## config.mk

```make
export PLATFORM = sky130hd
export DESIGN_NAME = pc_status_unit
export DESIGN_NICKNAME = d
export VERILOG_FILES = /design/src/rtl/pcsu_pkg.sv /design/src/rtl/pcsu_ctrl.sv /design/src/rtl/pcsu_dp.sv /design/src/rtl/pc_status_unit.sv
export SDC_FILE = /design/constraint.sdc
export NUM_CORES = 1
export LEC_CHECK = 0
export BUFFER_PORTS_ARGS = -buffer_cell sky130_fd_sc_hd__buf_4
export CAP_MARGIN = 20
export CORE_ASPECT_RATIO = 1.1
export CORE_MARGIN = 5
export CORE_UTILIZATION = 40
export DETAILED_ROUTE_END_ITERATION = 8
export GPL_TIMING_DRIVEN = 0
export PLACE_DENSITY = 0.78
export SKIP_LAST_GASP = 1
export SLEW_MARGIN = 15
export SYNTH_ARGS = -nofsm -noshare
export SYNTH_HDL_FRONTEND = slang
export SYNTH_SLANG_ARGS = --single-unit
```

## constraint.sdc

```tcl
create_clock -name clk -period 2.2 [get_ports clk]
set_input_delay 0.44 -clock clk [delete_from_list [all_inputs] [get_ports clk]]
set_output_delay 0.44 -clock clk [all_outputs]
set_load 0.02 [all_outputs]
```

## src/rtl/pcsu_pkg.sv

```systemverilog
package pcsu_pkg;
  localparam int PSW_W   = 8;
  localparam int IE_B    = 7;
  localparam int Z_B     = 6;
  localparam int RBS1_B  = 5;
  localparam int AC_B    = 4;
  localparam int RBS0_B  = 3;
  localparam int CY_B    = 0;
  localparam logic [PSW_W-1:0] PSW_RST = 8'h06;
  localparam int FLAG_N  = 3;

  // flag write index -> status word bit (0: CY, 1: AC, 2: Z)
  function automatic int flagPos(input int idx);
    case (idx)
      0:       return CY_B;
      1:       return AC_B;
      default: return Z_B;
    endcase
  endfunction

  typedef enum logic [1:0] {ST_VLO, ST_VHI, ST_RUN} seqState_t;

  typedef struct packed {
    logic vecLo;
    logic vecHi;
    logic pcStep;
    logic pcBranch;
    logic pcVector;
    logic pswRestore;
    logic ieClr;
    logic ieSet;
    logic flagWr;
    logic bankWr;
  } dpStrobe_t;
endpackage

```

## src/rtl/pcsu_ctrl.sv

```systemverilog
module pcsu_ctrl
  import pcsu_pkg::*;
#(
  parameter int PC_W = 20
) (
  input  logic            clk,
  input  logic            rstN,
  input  logic            memRdValid,
  input  logic            advance,
  input  logic            branchEn,
  input  logic            intAck,
  input  logic            eiCmd,
  input  logic            diCmd,
  input  logic            bankWe,
  input  logic            pushPsw,
  input  logic            popEn,
  output dpStrobe_t       strb,
  output logic            memRd,
  output logic [PC_W-1:0] memAddr,
  output logic            ready,
  output logic            pswPushValid
);
  seqState_t state;
  logic run;

  always_ff @(posedge clk) begin
    if (!rstN) begin
      state <= ST_VLO;
    end else begin
      case (state)
        ST_VLO:  if (memRdValid) state <= ST_VHI;
        ST_VHI:  if (memRdValid) state <= ST_RUN;
        default: state <= ST_RUN;
      endcase
    end
  end

  assign run     = (state == ST_RUN);
  assign ready   = run;
  assign memRd   = !run;
  assign memAddr = (state == ST_VHI) ? PC_W'(1) : '0;

  always_comb begin
    strb            = '0;
    strb.vecLo      = (state == ST_VLO) && memRdValid;
    strb.vecHi      = (state == ST_VHI) && memRdValid;
    strb.pcVector   = run && intAck;
    strb.pcBranch   = run && branchEn && !intAck;
    strb.pcStep     = run && advance && !branchEn && !intAck;
    strb.pswRestore = run && popEn;
    strb.ieClr      = run && !popEn && (intAck || diCmd);
    strb.ieSet      = run && !popEn && eiCmd && !intAck && !diCmd;
    strb.flagWr     = run && !popEn;
    strb.bankWr     = run && !popEn && bankWe;
  end

  assign pswPushValid = run && (pushPsw || intAck);
endmodule

```

## src/rtl/pcsu_dp.sv

```systemverilog
module pcsu_dp
  import pcsu_pkg::*;
#(
  parameter int PC_W  = 20,
  parameter int VEC_W = 16,
  parameter int LEN_W = 3
) (
  input  logic               clk,
  input  logic               rstN,
  input  dpStrobe_t          strb,
  input  logic [7:0]         memRdata,
  input  logic [LEN_W-1:0]   instLen,
  input  logic               branchSel,
  input  logic [PC_W-1:0]    branchImm,
  input  logic [PC_W-1:0]    branchReg,
  input  logic [VEC_W-1:0]   intVector,
  input  logic [FLAG_N-1:0]  flagWe,
  input  logic [FLAG_N-1:0]  flagVal,
  input  logic [1:0]         bankSel,
  input  logic [PSW_W-1:0]   popData,
  output logic [PC_W-1:0]    pc,
  output logic [PSW_W-1:0]   psw
);
  localparam int HI_W = PC_W - VEC_W;

  logic [PC_W-1:0]  pcQ, pcN;
  logic [PSW_W-1:0] pswQ, pswN;
  logic [PSW_W-1:0] flagMask, flagBits;

  // Per-flag write mask and data, placed at each flag's bit position
  generate
    for (genvar g = 0; g < FLAG_N; g++) begin : gFlag
      localparam int POS = flagPos(g);
      assign flagMask[POS] = flagWe[g];
      assign flagBits[POS] = flagVal[g];
    end
  endgenerate
  assign flagMask[IE_B]   = 1'b0;
  assign flagMask[RBS1_B] = 1'b0;
  assign flagMask[RBS0_B] = 1'b0;
  assign flagMask[2:1]    = 2'b00;
  assign flagBits[IE_B]   = 1'b0;
  assign flagBits[RBS1_B] = 1'b0;
  assign flagBits[RBS0_B] = 1'b0;
  assign flagBits[2:1]    = 2'b00;

  always_comb begin
    pcN = pcQ;
    if (strb.vecLo)         pcN[7:0] = memRdata;
    else if (strb.vecHi)    pcN = {{HI_W{1'b0}}, memRdata, pcQ[7:0]};
    else if (strb.pcVector) pcN = {{HI_W{1'b0}}, intVector};
    else if (strb.pcBranch) pcN = branchSel ? branchReg : branchImm;
    else if (strb.pcStep)   pcN = pcQ + PC_W'(instLen);
  end

  always_comb begin
    pswN = pswQ;
    if (strb.pswRestore) begin
      pswN = popData;
    end else begin
      if (strb.flagWr) pswN = (pswQ & ~flagMask) | (flagBits & flagMask);
      if (strb.bankWr) begin
        pswN[RBS1_B] = bankSel[1];
        pswN[RBS0_B] = bankSel[0];
      end
      if (strb.ieClr)      pswN[IE_B] = 1'b0;
      else if (strb.ieSet) pswN[IE_B] = 1'b1;
    end
  end

  always_ff @(posedge clk) begin
    if (!rstN) begin
      pcQ  <= '0;
      pswQ <= PSW_RST;
    end else begin
      pcQ  <= pcN;
      pswQ <= pswN;
    end
  end

  assign pc  = pcQ;
  assign psw = pswQ;
endmodule

```

## src/rtl/pc_status_unit.sv

```systemverilog
module pc_status_unit
  import pcsu_pkg::*;
#(
  parameter int PC_W  = 20,
  parameter int VEC_W = 16,
  parameter int LEN_W = 3
) (
  input  logic               clk,
  input  logic               rstN,
  output logic               memRd,
  output logic [PC_W-1:0]    memAddr,
  input  logic [7:0]         memRdata,
  input  logic               memRdValid,
  output logic               ready,
  input  logic               advance,
  input  logic [LEN_W-1:0]   instLen,
  input  logic               branchEn,
  input  logic               branchSel,
  input  logic [PC_W-1:0]    branchImm,
  input  logic [PC_W-1:0]    branchReg,
  input  logic               intAck,
  input  logic [VEC_W-1:0]   intVector,
  input  logic               eiCmd,
  input  logic               diCmd,
  input  logic [FLAG_N-1:0]  flagWe,
  input  logic [FLAG_N-1:0]  flagVal,
  input  logic               bankWe,
  input  logic [1:0]         bankSel,
  input  logic               pushPsw,
  output logic               pswPushValid,
  output logic [PSW_W-1:0]   pswPushData,
  input  logic               popEn,
  input  logic [PSW_W-1:0]   popData,
  input  logic               irqReq,
  output logic               irqOut,
  output logic [PC_W-1:0]    pc,
  output logic [PSW_W-1:0]   psw,
  output logic [1:0]         bank
);
  dpStrobe_t strb;

  pcsu_ctrl #(.PC_W(PC_W)) ctrlI (
    .clk(clk), .rstN(rstN), .memRdValid(memRdValid), .advance(advance),
    .branchEn(branchEn), .intAck(intAck), .eiCmd(eiCmd), .diCmd(diCmd),
    .bankWe(bankWe), .pushPsw(pushPsw), .popEn(popEn), .strb(strb),
    .memRd(memRd), .memAddr(memAddr), .ready(ready),
    .pswPushValid(pswPushValid)
  );

  pcsu_dp #(.PC_W(PC_W), .VEC_W(VEC_W), .LEN_W(LEN_W)) dpI (
    .clk(clk), .rstN(rstN), .strb(strb), .memRdata(memRdata),
    .instLen(instLen), .branchSel(branchSel), .branchImm(branchImm),
    .branchReg(branchReg), .intVector(intVector), .flagWe(flagWe),
    .flagVal(flagVal), .bankSel(bankSel), .popData(popData),
    .pc(pc), .psw(psw)
  );

  assign pswPushData = psw;
  assign irqOut      = irqReq && psw[IE_B];
  assign bank        = {psw[RBS1_B], psw[RBS0_B]};
endmodule

```

==> results of run 1 <==
-- repair_timing --
item / 4_1_cts / 5_1_grt
pin swaps: 1 / 5
gates resized for setup: 1 / 10
buffers inserted: 2 / 2
gates cloned: 0 / 0
setup endpoints to repair: 1 / 6
hold buffers: 0 / 0
-- cells by family after synthesis --
| kind of cell | share of synthesized area |
|---|---|
| multiplexers | 0.0794 |
| AO/OA/AOI/OAI | 0.310 |
| other | 0.00138 |
| adder cells (fa/ha/maj) | 0.0212 |
| XOR/XNOR | 0.0291 |
| flip-flops | 0.222 |
| AND/OR/NAND/NOR | 0.200 |
| buffers and inverters | 0.137 |
-- worst max-delay path: cells and delay by family, from the launching register on --
| kind | cells | cell delay, ns |
|---|---|---|
| simple gates | 3 | 0.75 |
| fa+ha+maj | 2 | 0.52 |
| flops | 1 | 0.37 |
| compound gates | 2 | 0.33 |
| buf+inv | 1 | 0.04 |
-- layout make-up --
cell class	count	area (sq um)
sequential	30	604
buffer	53	325
tap	82	103
clock buffer	7	86.3
fill	614	2540
timing repair buffer	140	1050
clock inverter	1	5.00
multi-input combinational	278	1830
inverter	13	48.8
-- power by group --
| part | total [mW] | switching [mW] | internal, mW |
|---|---|---|---|
| clock | 0.473 | 0.221 | 0.252 |
| sequential | 0.637 | 0.0537 | 0.583 |
| combinational | 0.779 | 0.406 | 0.373 |
-- per-stage QoR --
step,hold WS (ns),utilization,setup WS (ns),cells,TNS (ns)
floorplan,0.548,-,0.0240,374,0
global placement,0.481,0.592,-0.268,592,-0.378
detailed placement,0.491,0.592,-0.344,592,-0.496
CTS,0.359,0.609,0.0342,602,0
global route,0.366,0.615,-0.0254,604,-0.0254
finish,0.362,0.615,0.0636,604,0
-- how the worst max path moves through the flow --
stage / from / end / cells past startpoint
after global routing: dpI.pc[0]$_SDFFE_PN0P_ / dpI.pc[14]$_SDFFE_PN0P_ / 8
after detailed placement: instLen[0] / dpI.pc[14]$_SDFFE_PN0P_ / 9
after global placement: instLen[0] / dpI.pc[14]$_SDFFE_PN0P_ / 9
after floorplan: instLen[0] / dpI.pc[14]$_SDFFE_PN0P_ / 8
after CTS: intAck / pswPushValid / 6
final: dpI.pc[0]$_SDFFE_PN0P_ / dpI.pc[14]$_SDFFE_PN0P_ / 8
-- registers in the layout, indices dropped and copies added (netlist names), named ones only --
| name | flops |
|---|---|
| dpI.psw | 5 |
| dpI.pc | 20 |
| ctrlI.state | 2 |
-- metal layers --
metal	up-vias	GRT usage
met2	233	0.415
met4	0	0.0869
met5	-	0
met3	29	0.0539
met1	1541	0.301
li1	1618	-
-- cell usage in the layout (no fill, tap or decap), types with 3 or more instances in the layout --
cell type,count
o22ai_1,10
nand2_1,17
nand4_1,3
a311oi_1,4
inv_1,11
nor2_1,34
buf_4,169
mux2_2,12
nor3_1,8
o21ai_1,11
conb_1,19
a22oi_1,6
a21oi_1,19
and3_1,3
clkbuf_8,6
nand3_1,14
xor2_1,4
a32oi_1,7
o211a_1,5
buf_2,12
a211oi_1,6
nand2b_1,3
clkbuf_1,10
a211oi_2,3
dfxtp_1,29
o211ai_1,6
o221a_1,4
a31oi_1,3
o21ai_0,20
xnor2_1,5
mux2i_1,8
and2_1,5
==> results.cfg, run 1 <==
[min_path]
hold_path.class = in2reg
min_path_cells = 2
min_from = flagWe[0]

[timing]
tightest_slew_ns = 0.742
relSlewSlack = 0.501
hold_violations = 0
min_period_ns = 2.14
finalSetupViolations = 0
final_max_slew_viol_count = 0
finalClockSkew_ns = 0.0144
timing.fmax_mhz = 468
period_share = 0.971
rsz0062_at_grt = true

[power]
ir_drop_v = 0.000360
total_leakage_power_nw = 1.88
p_per_area_nw_per_um2 = 466
total_power_mw = 1.89

[drt]
finalWirelength_um = 10700
via_per_inst = 5.66
drt-wirelength-per-cell_um = 17.7
drc_errors = 0
drtAntennaViolNets = 0
first_pass_iters = 5
met3WireLength_um = 1240
wl_met2_um = 5010
vias = 3421
top_layer = met4
initialDrtViolationCount = 304
wl_met1_um = 4150

[cts]
clock_latency_ns = 0.29
clockBufferDepth = 2
clockRootBuffer = clkbuf_8
clock_sinks = 30
cts_htree_levels = 2
numCtsBuffers = 5
cts_tree = built
clkTransAtPathRegs_ns = 0.07

[setup_path]
startpoint_type = flip-flop
worstReg2RegStart = dpI.pc[0]$_SDFFE_PN0P_
end_kind = flip-flop
cp_cell_sequence = ha_4, inv_2, fa_2, nor2b_4, o211ai_1, or4b_1, a31oi_1, nor3_1
reg2reg_slack_ns = 0.06
reg2regPathDepth = 8
path_max_fanout = 3
cp.arrival_ns = 2.29
required_ns = 2.36
crit_path_max_incr_delay_ns = 0.55
crit_slowest_cell = or4b_1
worstSetupPathType = reg2reg
r2r_end = dpI.pc[14]$_SDFFE_PN0P_

[placed_design]
post-dp-hpwl_um = 8430
post_dp_cell_area_sq_um = 3910
gp_congestion = 0.958
io_buffers = 136

[floorplanning]
initial_core_util = 0.411
dieArea_sq_um = 8520
core_area_sq_um = 6590
die_x_um = 88.5
die_h_um = 96.3
row_count = 31
pin_count = 158

[grt]
grt_pass1_wl_um = 16200
globalRouteOverflowTotal = 0
grt_start_max_net_pins = 11
grt_pass1_vias = 3250
grt_antenna_before_repair = 0
grt_usage = 0.244

[logic_synthesis]
avgSynthCellArea_sq_um = 7.61
synthFlopType = dfxtp_1
synth_top_area_cell = dfxtp_1
synthTopCellsByArea = dfxtp_1, buf_4, mux2_2, nor2_1, o21ai_0
syn_inst = 356
synthTopCellsByCount = nor2_1, dfxtp_1, buf_4, o21ai_0, a21oi_1
synth_area_sq_um = 2710
ys_seq_elements = 30
synthArstFlopShare = 0
synth_top_cell_area_share = 0.222
synth_enable_flop_cells = 0
yosysMostFrequentCell = nor2_1
ys.warnings.count = 0
seq_area_frac_synth = 0.222
yosysUniqueCellTypes = 60

[layout]
diodes = 0
layout-drive-gt1-share = 0.408
syn2layout_area_growth_pct = 49.7
finalInstanceArea_sq_um = 4050
fin_nets = 621

[outcome]
run_status = complete, no violations

[run]
maxCapViolations = 0
No activity file was read; power rests on OpenSTA's default activity.
==> run 2: changes to the inputs <==
--- a/config.mk
+++ b/config.mk
@@ -5,14 +5,15 @@
 export SDC_FILE = /design/constraint.sdc
 export NUM_CORES = 1
 export LEC_CHECK = 0
+export ABC_AREA = 1
 export BUFFER_PORTS_ARGS = -buffer_cell sky130_fd_sc_hd__buf_4
 export CAP_MARGIN = 20
 export CORE_ASPECT_RATIO = 1.1
 export CORE_MARGIN = 5
-export CORE_UTILIZATION = 40
+export CORE_UTILIZATION = 41
 export DETAILED_ROUTE_END_ITERATION = 8
 export GPL_TIMING_DRIVEN = 0
-export PLACE_DENSITY = 0.78
+export PLACE_DENSITY = 0.79
 export SKIP_LAST_GASP = 1
 export SLEW_MARGIN = 15
 export SYNTH_ARGS = -nofsm -noshare
==> run 2 against run 1 <==
  * Clock power down 11%
  * Die area barely moved
  * Via count rose by 5.8%
  * Routed wire length down 6.4%
  * Highest routed layer unchanged
  * Largest cell class unchanged
==> results.cfg, run 2 <==
[timing]
relSlewSlack = 0.661
min_period_ns = 2.06
period_share = 0.934
timing.fmax_mhz = 487
finalSetupViolations = 0
finalClockSkew_ns = 0.00813
rsz0062_at_grt = false
hold_violations = 0
tightest_slew_ns = 0.507
final_max_slew_viol_count = 0

[layout]
fin_nets = 743
mostFrequentLayoutCell = buf_4
fillers = 655
largest_reg_flops = 20
multi_input_comb_area_sq_um = 1800
syn2layout_area_growth_pct = 47.3
final_cell_mix = buf_4, nand2_1, nor2_1
layout-drive-gt1-share = 0.308
final_cells = 725
diodes = 0
regArea_sq_um = 601

[placed_design]
io_buffers = 138
post-dp-hpwl_um = 8430
gp_congestion = 0.916
dp_cells = 716

[grt]
grt_antenna_before_repair = 0
grt_pass1_wl_um = 15100
grt_start_max_net_pins = 11
grt_usage = 0.226
globalRouteOverflowTotal = 0
grt_pass1_vias = 3375

[cts]
numCtsBuffers = 5
clock_latency_ns = 0.28
clock_sinks = 30
clockRootBuffer = clkbuf_8
clkTransAtPathRegs_ns = 0.07
cts_htree_levels = 2
clockBufferDepth = 2
cts_tree = built

[drt]
wl_met2_um = 4800
initialDrtViolationCount = 322
wl_met1_um = 3890
drc_errors = 0
drtAntennaViolNets = 0
top_layer = met4
vias = 3620
drt-wirelength-per-cell_um = 13.8
first_pass_iters = 5
finalWirelength_um = 10000
met3WireLength_um = 1150
via_per_inst = 4.99

[floorplanning]
initial_core_util = 0.421
die_h_um = 96.3
dieArea_sq_um = 8520
row_count = 31
core_area_sq_um = 6590
die_x_um = 88.4
pin_count = 158

[setup_path]
required_ns = 2.35
r2r_end = dpI.pc[18]$_SDFFE_PN0P_
reg2reg_slack_ns = 0.14
end_kind = flip-flop
path_max_fanout = 6
startpoint_type = flip-flop
worstSetupPathType = reg2reg
worstReg2RegStart = dpI.pc[0]$_SDFFE_PN0P_
reg2regPathDepth = 9
cp.arrival_ns = 2.20

[power]
ir_drop_v = 0.000271
p_per_area_nw_per_um2 = 461
total_leakage_power_nw = 2.10
total_power_mw = 1.89

[logic_synthesis]
synthArstFlopShare = 0
seq_area_frac_synth = 0.216
synthFlopType = dfxtp_1
yosysUniqueCellTypes = 38
yosysMostFrequentCell = nand2_1
synthTopCellsByCount = nand2_1, nor2_1, a21oi_1, inv_1
synth_enable_flop_cells = 0
synth_area_sq_um = 2780
ys_seq_elements = 30
synth_top_area_cell = dfxtp_1
synthTopCellsByArea = dfxtp_1, nand2_1, buf_4, nor2_1, a21oi_1
synth_top_cell_area_share = 0.216
syn_inst = 478
avgSynthCellArea_sq_um = 5.81
ys.warnings.count = 0

[min_path]
min_from = popData[1]
hold_path_end = dpI.psw[1]$_SDFFE_PN1P_
hold_path.class = in2reg
min_path_cells = 3

[run]
maxCapViolations = 0

[outcome]
run_status = complete, no violations
-- run 2: area by class of cell --
class                      instances  share of cell area
buffer                            43              0.0707
tap                               82              0.0251
timing repair buffer             140               0.257
clock buffer                       7              0.0187
inverter                          45              0.0413
sequential                        30               0.147
multi-input combinational        378               0.440
-- run 2: how the worst max path moves through the flow --
stage                                       from                      end  slack [ns]  depth (start not counted)
after floorplan           dpI.pc[0]$_SDFFE_PN0P_  dpI.pc[18]$_SDFFE_PN0P_        0.04                          9
after global placement                instLen[0]  dpI.pc[14]$_SDFFE_PN0P_       -0.29                         13
after detailed placement              instLen[0]  dpI.pc[18]$_SDFFE_PN0P_       -0.33                         10
after CTS                 dpI.pc[0]$_SDFFE_PN0P_  dpI.pc[14]$_SDFFE_PN0P_        0.02                         12
after global routing      dpI.pc[0]$_SDFFE_PN0P_   dpI.pc[8]$_SDFFE_PN0P_        0.01                         10
final                     dpI.pc[0]$_SDFFE_PN0P_  dpI.pc[18]$_SDFFE_PN0P_        0.14                          9
-- run 2: logic make-up after synthesis --
| logic type | after synthesis | share of synthesized area |
|---|---|---|
| xor gates and xnor gates | 6 | 0.0189 |
| buffers and inverters | 88 | 0.165 |
| AOI/OAI and AO/OA | 93 | 0.189 |
| and+or+nand+nor | 256 | 0.388 |
| DFF | 30 | 0.216 |
| other | 1 | 0.00135 |
| adders and majority gates | 4 | 0.0207 |
-- run 2: routing by layer --
layer  GRT usage  up-vias
met5           0        -
met4      0.0605        0
met3      0.0522       13
met2       0.405      196
met1       0.268     1571
li1            -     1840
-- run 2: critical path: stages, from the launching register on --
cell and delay, ns:
dfxtp_1 0.35, ha_1 0.22, inv_1 0.09, fa_2 0.37
o21ai_4 0.22, nand3_1 0.17, o21ai_0 0.18, nand2_1 0.06
o21ai_0 0.16, a21oi_1 0.08
-- run 2: power breakdown --
group          switching [mW]  internal [mW]  total (mW)  leakage [nW]
Combinational           0.454          0.366       0.820          1.82
Sequential             0.0571          0.588       0.645         0.245
Clock                   0.203          0.217       0.420        0.0383
-- run 2: what timing repair did --
item / CTS / global route
resized for setup: 2 / 3
hold buffers: 0 / 0
buffers inserted: 0 / 2
pin swaps: 0 / 1
setup endpoints to repair: 7 / 5
-- run 2: through the flow --
step / util / setup TNS [ns] / worst slack [ns] / cell area [sq um] / hold WS, ns
6_report: 0.620 / 0 / 0.145 / 4090 / 0.373
2_1_floorplan: - / 0 / 0.0417 / 2840 / 0.498
3_3_place_gp: 0.604 / -1.78 / -0.291 / 3980 / 0.472
3_5_place_dp: 0.604 / -2.05 / -0.334 / 3980 / 0.472
5_1_grt: 0.620 / 0 / 0.0139 / 4090 / 0.377
4_1_cts: 0.617 / 0 / 0.0185 / 4070 / 0.369
